### src/rtl/xdata_router.sv
module xdata_router #(
  parameter int AW   = 24,
  parameter int DW   = 8,
  parameter int IAW  = 11,
  parameter int WW   = 3,
  parameter int BASE = 4
) (
  input  logic          clk,
  input  logic          rst_n,
  input  logic          mc_tick,
  input  logic          ovl_en,
  input  logic [WW-1:0] wait_n,
  input  logic          req,
  input  logic          we,
  input  logic [AW-1:0] addr,
  input  logic [DW-1:0] wdata,
  output logic          ack,
  output logic [DW-1:0] rdata,
  output logic          iram_en,
  output logic          iram_we,
  output logic [IAW-1:0] iram_addr,
  output logic [DW-1:0] iram_wdata,
  input  logic [DW-1:0] iram_rdata,
  output logic [AW-1:0] ext_addr,
  output logic [DW-1:0] ext_wdata,
  output logic          ext_wdata_oe,
  output logic          ext_rd_n,
  output logic          ext_wr_n,
  input  logic [DW-1:0] ext_rdata
);
  localparam int CW = $clog2(BASE + (1 << WW));

  logic          busy, is_int, we_q, iram_cap;
  logic [CW-1:0] cnt, tgt;
  logic [DW-1:0] idata;

  wire hit_int = ovl_en && (addr[AW-1:IAW] == '0);
  wire accept  = req && !busy;
  wire last    = busy && mc_tick && (cnt == CW'(tgt - 1'b1));
  wire ext_act = busy && !is_int;

  assign iram_we      = iram_en && we_q;
  assign ext_rd_n     = !(ext_act && !we_q);
  assign ext_wr_n     = !(ext_act && we_q);
  assign ext_wdata_oe = ext_act && we_q;

  always_ff @(posedge clk or negedge rst_n) begin
    if (!rst_n) begin
      busy <= 1'b0; is_int <= 1'b0; we_q <= 1'b0;
      cnt <= '0; tgt <= '0;
      ack <= 1'b0; rdata <= '0;
      iram_en <= 1'b0; iram_cap <= 1'b0; idata <= '0;
      iram_addr <= '0; iram_wdata <= '0;
      ext_addr <= '0; ext_wdata <= '0;
    end else begin
      ack      <= last;
      iram_en  <= accept && hit_int;
      iram_cap <= iram_en && !we_q;
      if (accept) begin
        busy   <= 1'b1;
        is_int <= hit_int;
        we_q   <= we;
        cnt    <= '0;
        tgt    <= hit_int ? CW'(BASE) : CW'(BASE) + CW'(wait_n);
        if (hit_int) begin
          iram_addr  <= addr[IAW-1:0];
          iram_wdata <= wdata;
        end else begin
          ext_addr  <= addr;
          ext_wdata <= wdata;
        end
      end else if (busy && mc_tick) begin
        if (last) busy <= 1'b0;
        else      cnt  <= cnt + 1'b1;
      end
      if (iram_cap) idata <= iram_rdata;
      if (last && !we_q) rdata <= is_int ? idata : ext_rdata;
    end
  end

  a_r8_ack_single: assert property (@(posedge clk) disable iff (!rst_n)
    ack |=> !ack);
  a_r8_ack_after_busy: assert property (@(posedge clk) disable iff (!rst_n)
    ack |-> $past(busy) && !busy);
  a_r5_strobe_excl: assert property (@(posedge clk) disable iff (!rst_n)
    !(!ext_rd_n && !ext_wr_n));
  a_r4_pins_quiet: assert property (@(posedge clk) disable iff (!rst_n)
    (busy && is_int) |-> (ext_rd_n && ext_wr_n && !ext_wdata_oe));
  a_r4_addr_held: assert property (@(posedge clk) disable iff (!rst_n)
    (busy && is_int) |-> $stable(ext_addr) && $stable(ext_wdata));
  a_r2_iram_overlay: assert property (@(posedge clk) disable iff (!rst_n)
    iram_en |-> $past(ovl_en) && busy && is_int);
  a_r6_cnt_bound: assert property (@(posedge clk) disable iff (!rst_n)
    busy |-> cnt < tgt);
  a_r9_tgt_hold: assert property (@(posedge clk) disable iff (!rst_n)
    (busy && $past(busy)) |-> $stable(tgt) && $stable(is_int));
endmodule

### config.mk
export PLATFORM = sky130hd
export DESIGN_NAME = xdata_router
export DESIGN_NICKNAME = d
export VERILOG_FILES = /design/src/rtl/xdata_router.sv
export SDC_FILE = /design/constraint.sdc
export NUM_CORES = 1
export LEC_CHECK = 0
export BUFFER_PORTS_ARGS = -buffer_cell sky130_fd_sc_hd__buf_2
export CORE_ASPECT_RATIO = 2
export CORE_MARGIN = 3
export CORE_UTILIZATION = 53
export CTS_CLUSTER_SIZE = 12
export DETAILED_ROUTE_END_ITERATION = 8
export GPL_TIMING_DRIVEN = 1
export PLACE_DENSITY = 0.84
export SYNTH_ARGS = -nofsm -noshare
export SYNTH_HDL_FRONTEND = slang
export SYNTH_SLANG_ARGS = --single-unit
### constraint.sdc
create_clock -name clk -period 3.16 [get_ports clk]
set_input_delay 0.474 -clock clk [delete_from_list [all_inputs] [get_ports clk]]
set_output_delay 0.474 -clock clk [all_outputs]
set_load 0.01 [all_outputs]
==> flow_summary.ini, run 1 <==
[timing]
period_share_pct = 76.7
fmax_mhz = 413
grt_setup_unrepaired = false
tightest_slew_ps = 987
min_period_ps = 2420
setup_violations = 0
report.final.slew_viol_count = 0
setup_tns_ps = 0
maxSlewHeadroom_pct = 34.2
final.setup_skew_ps = 7.60
hold_viol_final = 0

[die]
rows = 41
die_w_um = 63.1
io_pins = 122
start_util_pct = 54.8
core_area_um2 = 6310
fp.dieH_um = 120
die_area_um2 = 7590

[pwr]
powerDensity_nw_per_um2 = 887
ir_drop_mv = 0.569
leakagePower_nw = 2.33

[clock_network]
cts_num_sinks = 81
cts_htree_levels = 3
cts_hold_buf = 0
cts_tree = done
cts_resized = 0
clockBufferDepth = 2
clockRootBuffer = clkbuf_16
cts_buffers = 9
clk_pin_slew_worst_paths_ps = 50
cts_setup_buffers = 0
clock_latency_ps = 330

[route]
firstDrtPassIters = 4
vias = 2329
drc_errors = 0
drtIter0Drc = 104
antenna_left = 0
viasPerCell = 5.22
wl_mm = 7.46
wl_per_cell_um = 16.7

[final_layout]
area_growth_pct = 29.5
diodes = 0
nNetsFinal = 415
final_cell_area_um2 = 4480
layout-drive-gt1-share_pct = 50.8

[placed_design]
place_area_um2 = 4150
gp_congestion = 0.819
hpwl_mm = 5.64
port_buffers = 121

[synth]
ys_top_cells_by_area = dfrtp_1 59%, mux2_1 14%, mux2_2 7.8%, mux2_4 3.5%, xor2_2 1.9%
synth_compound_area_share_pct = 3.47
yosysTopAreaCellShare_pct = 58.6
synthXorXnorAreaFrac_pct = 2.78
synth_adder_area_share_pct = 0.723
syn-num-nets = 289
synth-seq-cells = 81
synth_mux_area_share_pct = 25.6
synth_cell_types = 39
postSynthAreaPerCell_um2 = 15.0
yosys.area_share.simple_pct = 7.05
yosysWarnings = 0
netlist_instances = 230
yosysTopAreaCell = dfrtp_1
syn-cell-area_um2 = 3460
synth_top_family_by_area = multiplexers
seq_area_frac_synth_pct = 58.6

[critical_path]
arrival_ps = 2630
r2r_slack_ps = 740
cp.required_ps = 3370
path_max_fanout = 23
critPathCaptureType = register
slowest_stage = a41oi_4
path_class = reg2reg
r2r-start = busy
worstSetupStartpointType = register
critPathMaxStageDelay_ps = 760
crit_chain = nand2b_1, a41oi_4, buf_4, mux2_1
r2r_cells = 4
rr_endpoint = ext_addr[17]

[global_route]
antenna_found_initial = 0
grt_max_degree = 82
grt-ovfl-total = 0
grt_pass1_wl_mm = 12.1
grt_util_all_layers_pct = 21.3
grt_pass1_vias = 2560

[worst_hold_path]
holdCritPathClass = in2async

[outcome]
outcome = finished, final reports clean

[job]
maxCapViolations = 0
[cell usage after synthesis, drive strengths merged]
| cell type | count |
|---|---|
| nand3b | 1 |
| o211ai | 2 |
| clkbuf | 2 |
| a21oi | 3 |
| ha | 2 |
| mux2 | 76 |
| or3b | 1 |
| or3 | 2 |
| o21ai | 4 |
| xor2 | 4 |
| o22ai | 1 |
| nand2 | 9 |
| nand3 | 2 |
| nor2 | 7 |
| nand2b | 1 |
| xnor2 | 1 |
| a22o | 1 |
| nor4b | 1 |
| nand4 | 2 |
| o22a | 1 |
| nor4 | 2 |
| and4 | 1 |
| nor3 | 4 |
| xnor3 | 1 |
| inv | 5 |
| buf | 6 |
| dfrtp | 81 |
| o2bb2ai | 1 |
| and2 | 2 |
| a41oi | 1 |
| nor2b | 2 |
| o211a | 1 |
[cells in the final DEF, fill, tap and decap left out, drive strengths merged]
cell type	n
o211ai	2
a22o	1
a41oi	1
nand3	2
nand2b	1
or3	2
nor4b	1
nor4	2
or3b	1
xor2	4
nor2	7
nand4	2
and4	1
bufinv	2
o21ai	4
mux2	76
and2	2
ha	2
o2bb2ai	1
clkbuf	13
o211a	1
nand2	9
nor2b	2
nor3	4
a21oi	3
o22a	1
xnor2	1
dfrtp	81
inv	5
nand3b	1
xnor3	1
o22ai	1
buf	123
[critical path, delay by kind of cell (launching register included)]
| kind | cells | cell delay, ps |
|---|---|---|
| AO/OA/AOI/OAI | 1 | 760 |
| flip-flops | 1 | 450 |
| AND/OR/NAND/NOR | 1 | 370 |
| buffers and inverters | 1 | 360 |
| multiplexers | 1 | 350 |
[state kept, by name (all words and copies together) (netlist names)]
register / count
ext_addr: 24
ack: 1
we_q: 1
idata: 8
iram_en: 1
cnt: 4
busy: 1
iram_addr: 11
tgt: 4
iram_cap: 1
is_int: 1
rdata: 8
ext_wdata: 8
iram_wdata: 8
[how the worst max path moves through the flow]
stage	slack, ps	end	start
finish	740	ext_addr[17]	busy
global route	570	ext_addr[17]	busy
detailed placement	680	iram_addr[5]	addr[12]
global placement	730	iram_addr[5]	addr[12]
CTS	720	ext_addr[1]	busy
floorplan	1130	rdata[0]	tgt[0]
[power by group]
part           total [mW]  leakage, nW  internal [mW]  switching [mW]
combinational        1.26         1.13          0.637           0.619
sequential           1.60         1.04           1.36           0.242
clock                1.12        0.162          0.752           0.370
[layout make-up]
cell class,count,area (um2)
Inverter,5,18.8
Sequential cell,81,2030
Multi-Input combinational cell,136,1370
Fill cell,484,1830
Tap cell,86,108
Timing Repair Buffer,123,623
Clock buffer,13,270
Clock inverter,2,60.1
[stage by stage]
step                      worst slack, ps  instances  hold slack [ps]  total power, mW  util [%]
after CTS                             720        446              320             4.02      71.0
final                                 736        446              287             3.97      71.0
after detailed placement              684        431              469             2.88      65.8
after floorplan                      1130        230              178             2.38         -
after global routing                  566        446              320             4.20      71.0
after global placement                729        431              463             2.82      65.8
[cells by family after synthesis]
| logic type | Yosys count |
|---|---|
| DFF | 81 |
| adders and majority gates | 2 |
| buffers and inverters | 13 |
| xor gates and xnor gates | 6 |
| and+or+nand+nor | 37 |
| AOI/OAI and AO/OA | 15 |
| muxes | 76 |
[routing by layer]
metal / global-route usage [%] / up-vias / share of wire, %
met1: 21.6 / 1160 / 35
met5: 0 / - / 0
li1: - / 1069 / -
met3: 4.83 / 18 / 5.4
met2: 38.3 / 82 / 56
met4: 14.0 / 0 / 3.1
(Power assumes the default switching activity.)
==> run 2, diff against run 1 <==
--- a/config.mk
+++ b/config.mk
@@ -5,14 +5,15 @@
 export SDC_FILE = /design/constraint.sdc
 export NUM_CORES = 1
 export LEC_CHECK = 0
+export ABC_AREA = 1
 export BUFFER_PORTS_ARGS = -buffer_cell sky130_fd_sc_hd__buf_2
 export CORE_ASPECT_RATIO = 2
 export CORE_MARGIN = 3
-export CORE_UTILIZATION = 53
+export CORE_UTILIZATION = 45
 export CTS_CLUSTER_SIZE = 12
 export DETAILED_ROUTE_END_ITERATION = 8
 export GPL_TIMING_DRIVEN = 1
-export PLACE_DENSITY = 0.84
+export PLACE_DENSITY = 0.76
 export SYNTH_ARGS = -nofsm -noshare
 export SYNTH_HDL_FRONTEND = slang
 export SYNTH_SLANG_ARGS = --single-unit
==> constraint.sdc (replaced) <==
create_clock -name clk -period 1.96 [get_ports clk]
set_input_delay 0.294 -clock clk [delete_from_list [all_inputs] [get_ports clk]]
set_output_delay 0.294 -clock clk [all_outputs]
set_load 0.01 [all_outputs]
==> flow_summary.ini, run 2 <==
[outcome]
outcome = finished, final reports clean

[final_layout]
multi_input_area_um2 = 1090
final_cells = 614
reg_top3 = ext_addr (24), iram_addr (11)
nNetsFinal = 576
fill_cells = 676
diodes = 0
final_common_cell = buf_2
largest_reg_flops = 24
area_growth_pct = 29.0
layout-drive-gt1-share_pct = 28.2
largest_register = ext_addr
seqCellArea_um2 = 2030
final_cell_mix = 120 x buf_2, 112 x nand2_1, 81 x dfrtp_1

[route]
wl_per_cell_um = 13.7
firstDrtPassIters = 4
vias = 2979
viasPerCell = 4.85
drc_errors = 0
wl_mm = 8.40
antenna_left = 0
drtIter0Drc = 116

[synth]
synth_cell_types = 23
ys_top_cells_by_area = dfrtp_1 58%, nand2_1 12%, o21ai_0 6.6%, inv_1 6.6%, o21ai_1 2.4%
yosysTopAreaCellShare_pct = 58.3
yosysTopAreaCell = dfrtp_1
synth-seq-cells = 81
yosysMostFrequentCell = nand2_1
synth-edff-count = 0
seq_area_frac_synth_pct = 58.3
synthTopCellsByCount = 113 x nand2_1, 81 x dfrtp_1, 61 x inv_1
yosysWarnings = 0
netlist_instances = 397
ys.flop_type = dfrtp_1
async_reset_ff_share_pct = 100
postSynthAreaPerCell_um2 = 8.76
syn-cell-area_um2 = 3480
syn-num-nets = 456

[clock_network]
cts_num_sinks = 81
clk_pin_slew_worst_paths_ps = 60
cts_resized = 0
clockBufferDepth = 2
cts_htree_levels = 3
cts_tree = done
clockRootBuffer = clkbuf_16
clock_latency_ps = 330
cts_buffers = 9

[timing]
maxSlewHeadroom_pct = 60.5
setup_tns_ps = 0
period_share_pct = 91.3
hold_viol_final = 0
report.final.slew_viol_count = 0
worst_slack_ps = 171
final.setup_skew_ps = 4.86
fmax_mhz = 559
tightest_slew_ps = 592
setup_violations = 0
min_period_ps = 1790
grt_setup_unrepaired = false

[global_route]
grtUsageMet1_pct = 21.1
grt_util_all_layers_pct = 20.2
grt_max_degree = 66
grt_pass1_wl_mm = 13.3
grt-ovfl-total = 0
grt_pass1_vias = 2972
met2_usage_pct = 36.1
grt.busiest_layer = met2
use_met3_pct = 5.43
antenna_found_initial = 0

[pwr]
ir_drop_mv = 0.735
leakagePower_nw = 2.57
powerDensity_nw_per_um2 = 1450

[die]
io_pins = 122
die_area_um2 = 8880
start_util_pct = 47.1
die_w_um = 68.1
rows = 44
fp.dieH_um = 130
core_area_um2 = 7380

[placed_design]
port_buffers = 121
hpwl_mm = 6.21
dp.cells = 597
gp_congestion = 0.882
place_ws_ps = 209

[critical_path]
critPathCaptureType = register
critPathMaxStageDelay_ps = 390
r2r_cells = 10
worst-path-buf-inv = 2
crit_family = simple AND/OR/NAND/NOR gates
slowest_stage = dfrtp_1
crit_chain = inv_1, ha_1, inv_1, nand2_1, nand2_1, nand3_1, nor2_4, nand3_4, nand2_1, nand2_1
arrival_ps = 2010
path_max_fanout = 9
worstSetupStartpointType = register
crit_start = tgt[0]
path_depth = 10
cp.required_ps = 2180
r2r-start = tgt[0]
critPathMostFrequentCell = nand2_1
path_class = reg2reg

[worst_hold_path]
min_from = iram_rdata[7]
hold_depth = 3
holdCritPathClass = in2reg

[job]
maxCapViolations = 0
## run 2: layout make-up
cell class / instances / share of cell area [%]
multi-input combinational: 237 / 24.4
inverter: 63 / 5.27
sequential: 81 / 45.2
timing repair buffer: 125 / 14.8
clock inverter: 6 / 2.34
tap: 92 / 2.57
clock buffer: 10 / 5.33
## run 2: timing repair
action,CTS,global route
endpoints found under the hold margin,35,0
hold buffers,1,0
endpoints found under the setup margin,0,0
setup buffers,0,0
## run 2: final timing paths
| kind | end | slack (ps) |
|---|---|---|
| setup / recovery | rdata[6] | 170 |
| hold / removal | idata[7] | 170 |
| setup reg to reg | rdata[6] | 170 |
| hold reg to reg | iram_cap | 450 |
| max in group asynchronous | ext_addr[4] | 890 |
| min in group asynchronous | ext_addr[18] | 460 |
## run 2: stage by stage
stage	utilization [%]	power (mW)	hold slack, ps	instance area, um2
after floorplan	-	3.84	-1.59	3480
after global placement	56.0	4.52	277	4130
after detailed placement	56.0	4.61	280	4130
after CTS	60.8	6.57	158	4480
after global routing	60.8	6.94	168	4480
final	60.8	6.50	171	4480
## run 2: cells by family (layout without fill, tap and decap cells)
group,after synthesis,count (layout),share of synthesized area (%)
buf+inv,79,204,10.3
xor+xnor,2,2,0.504
flops,81,81,58.3
simple gates,161,161,19.8
compound gates,72,72,10.4
fa+ha+maj,2,2,0.720
## run 2: tightest hold or removal path: cells and delay by family
kind / cells / cell delay [ps]
buf+inv: 1 / 70
compound gates: 1 / 50
simple gates: 1 / 40
## run 2: metal layers
layer	vias up	routed length [um]	part of all wire (%)
met5	-	0	0
met4	0	231	2.8
met3	23	455	5.4
met2	96	4690	56
met1	1379	3030	36
li1	1481	-	-
## run 2: report_power, final
part	leakage (nW)	total (mW)	switching (mW)	internal [mW]
sequential	1.01	2.54	0.378	2.17
clock	0.172	1.89	0.624	1.27
combinational	1.39	2.06	1.28	0.784
total	2.57	6.50	2.28	4.22
==> run 3, diff against run 2 <==
--- a/config.mk
+++ b/config.mk
@@ -14,6 +14,7 @@
 export DETAILED_ROUTE_END_ITERATION = 8
 export GPL_TIMING_DRIVEN = 1
 export PLACE_DENSITY = 0.76
+export RECOVER_POWER = 100
 export SYNTH_ARGS = -nofsm -noshare
 export SYNTH_HDL_FRONTEND = slang
 export SYNTH_SLANG_ARGS = --single-unit
==> flow_summary.ini, run 3 (synthesized netlist as in run 2, its figures left out) <==
[outcome]
outcome = finished, final reports clean

[final_layout]
largest_reg_flops = 24
layout-drive-gt1-share_pct = 15.5
final_common_cell = nand2_1
diodes = 0
reg_top3 = ext_addr (24), iram_addr (11)
area_growth_pct = 26.3
final_cell_mix = 112 x nand2_1, 81 x dfrtp_1, 65 x clkbuf_1
nNetsFinal = 576
largest_register = ext_addr

[timing]
min_period_ps = 1790
grt_setup_unrepaired = false
setup_violations = 0
maxSlewHeadroom_pct = 40.6
final.setup_skew_ps = 4.80
hold_ws_ps = 169
period_share_pct = 91.3
hold_viol_final = 0
setup_tns_ps = 0
tightest_slew_ps = 891
report.final.slew_viol_count = 0
fmax_mhz = 559

[global_route]
use_met3_pct = 5.43
met2_usage_pct = 36.1
grt-ovfl-total = 0
grt_max_degree = 66
grt_pass1_vias = 2972
grtUsageMet1_pct = 21.1
grt.busiest_layer = met2
antenna_found_initial = 0
grt_pass1_wl_mm = 13.3
grt_util_all_layers_pct = 20.2

[critical_path]
r2r_slack_ps = 170
critPathCaptureType = register
arrival_ps = 2010
path_class = reg2reg
worstSetupStartpointType = register
cp.required_ps = 2180
cp-endpoint = rdata[6]
r2r_cells = 10
rr_endpoint = rdata[6]
crit_start = tgt[0]
path_max_fanout = 9
r2r-start = tgt[0]

[die]
die_w_um = 68.1
die_area_um2 = 8880
fp.dieH_um = 130
rows = 44
start_util_pct = 47.1
io_pins = 122
core_area_um2 = 7380

[route]
viasPerCell = 4.84
wl_mm = 8.43
wl_per_cell_um = 13.7
antenna_left = 0
vias = 2970
firstDrtPassIters = 4
drc_errors = 0
drtIter0Drc = 131

[placed_design]
hpwl_mm = 6.21
port_buffers = 121
gp_congestion = 0.882

[clock_network]
cts_setup_buffers = 0
clk_pin_slew_worst_paths_ps = 60
cts_buffers = 9
clock_latency_ps = 330
cts_resized = 0
clockRootBuffer = clkbuf_16
clockBufferDepth = 2
cts_htree_levels = 3
cts_num_sinks = 81
cts_hold_buf = 1
cts_tree = done

[job]
maxCapViolations = 0

[pwr]
leakagePower_nw = 2.33
powerDensity_nw_per_um2 = 1450
ir_drop_mv = 0.734
p_total_mw = 6.37

[worst_hold_path]
holdCritPathClass = in2reg
==> run 3: cell types whose count changed in the layout (fill, tap and decap cells not counted), moves of 16 or more <==
cell      before  now
o21ai_1       17    1
o21ai_0       46   62
clkbuf_1       0   65
buf_2        120   55
==> run 3: layer usage <==
metal	routed length, um	part of all wire (%)
met1	3070	36
met5	0	0
met3	465	5.5
met4	221	2.6
met2	4670	55
==> run 3: how the worst min path moves through the flow <==
stage | slack [ps] | from | cells after the start | end
2_1_floorplan | -2 | rst_n | 0 | ack
3_3_place_gp | 280 | rst_n | 1 | ext_addr[12]
3_5_place_dp | 280 | rst_n | 1 | ext_addr[11]
4_1_cts | 160 | iram_rdata[7] | 3 | idata[7]
5_1_grt | 170 | iram_rdata[6] | 3 | idata[6]
6_report | 170 | iram_rdata[7] | 3 | idata[7]
==> run 3: critical path, cell delays in order (launching register included) <==
cell and delay, ps:
dfrtp_1 390, inv_1 100, ha_1 330, inv_1 60, nand2_1 40, nand2_1 70, nand3_1 110, nor2_4 260
nand3_4 150, nand2_1 110, nand2_1 50
==> run 3: cell type report <==
cell class / instances / area, um2
fillers: 713 / 2990
flip-flops and latches: 81 / 2030
multi-input cells: 237 / 1090
repair buffers: 125 / 573
clock buffers: 10 / 239
inverters: 63 / 236
well taps: 92 / 115
clock inverters: 6 / 105
==> run 3: power by group <==
| part | total (mW) | switching (mW) | internal [mW] |
|---|---|---|---|
| sequential | 2.55 | 0.387 | 2.17 |
| combinational | 1.92 | 1.27 | 0.648 |
| clock | 1.90 | 0.625 | 1.27 |
==> run 3: per-stage QoR <==
stage	setup slack [ps]	cell area [um2]	utilization [%]	cells
after floorplan	405	3480	-	397
after global routing	34.2	4390	59.5	614
after global placement	293	4130	56.0	597
after detailed placement	209	4130	56.0	597
final	170	4390	59.5	614
after CTS	177	4480	60.8	614
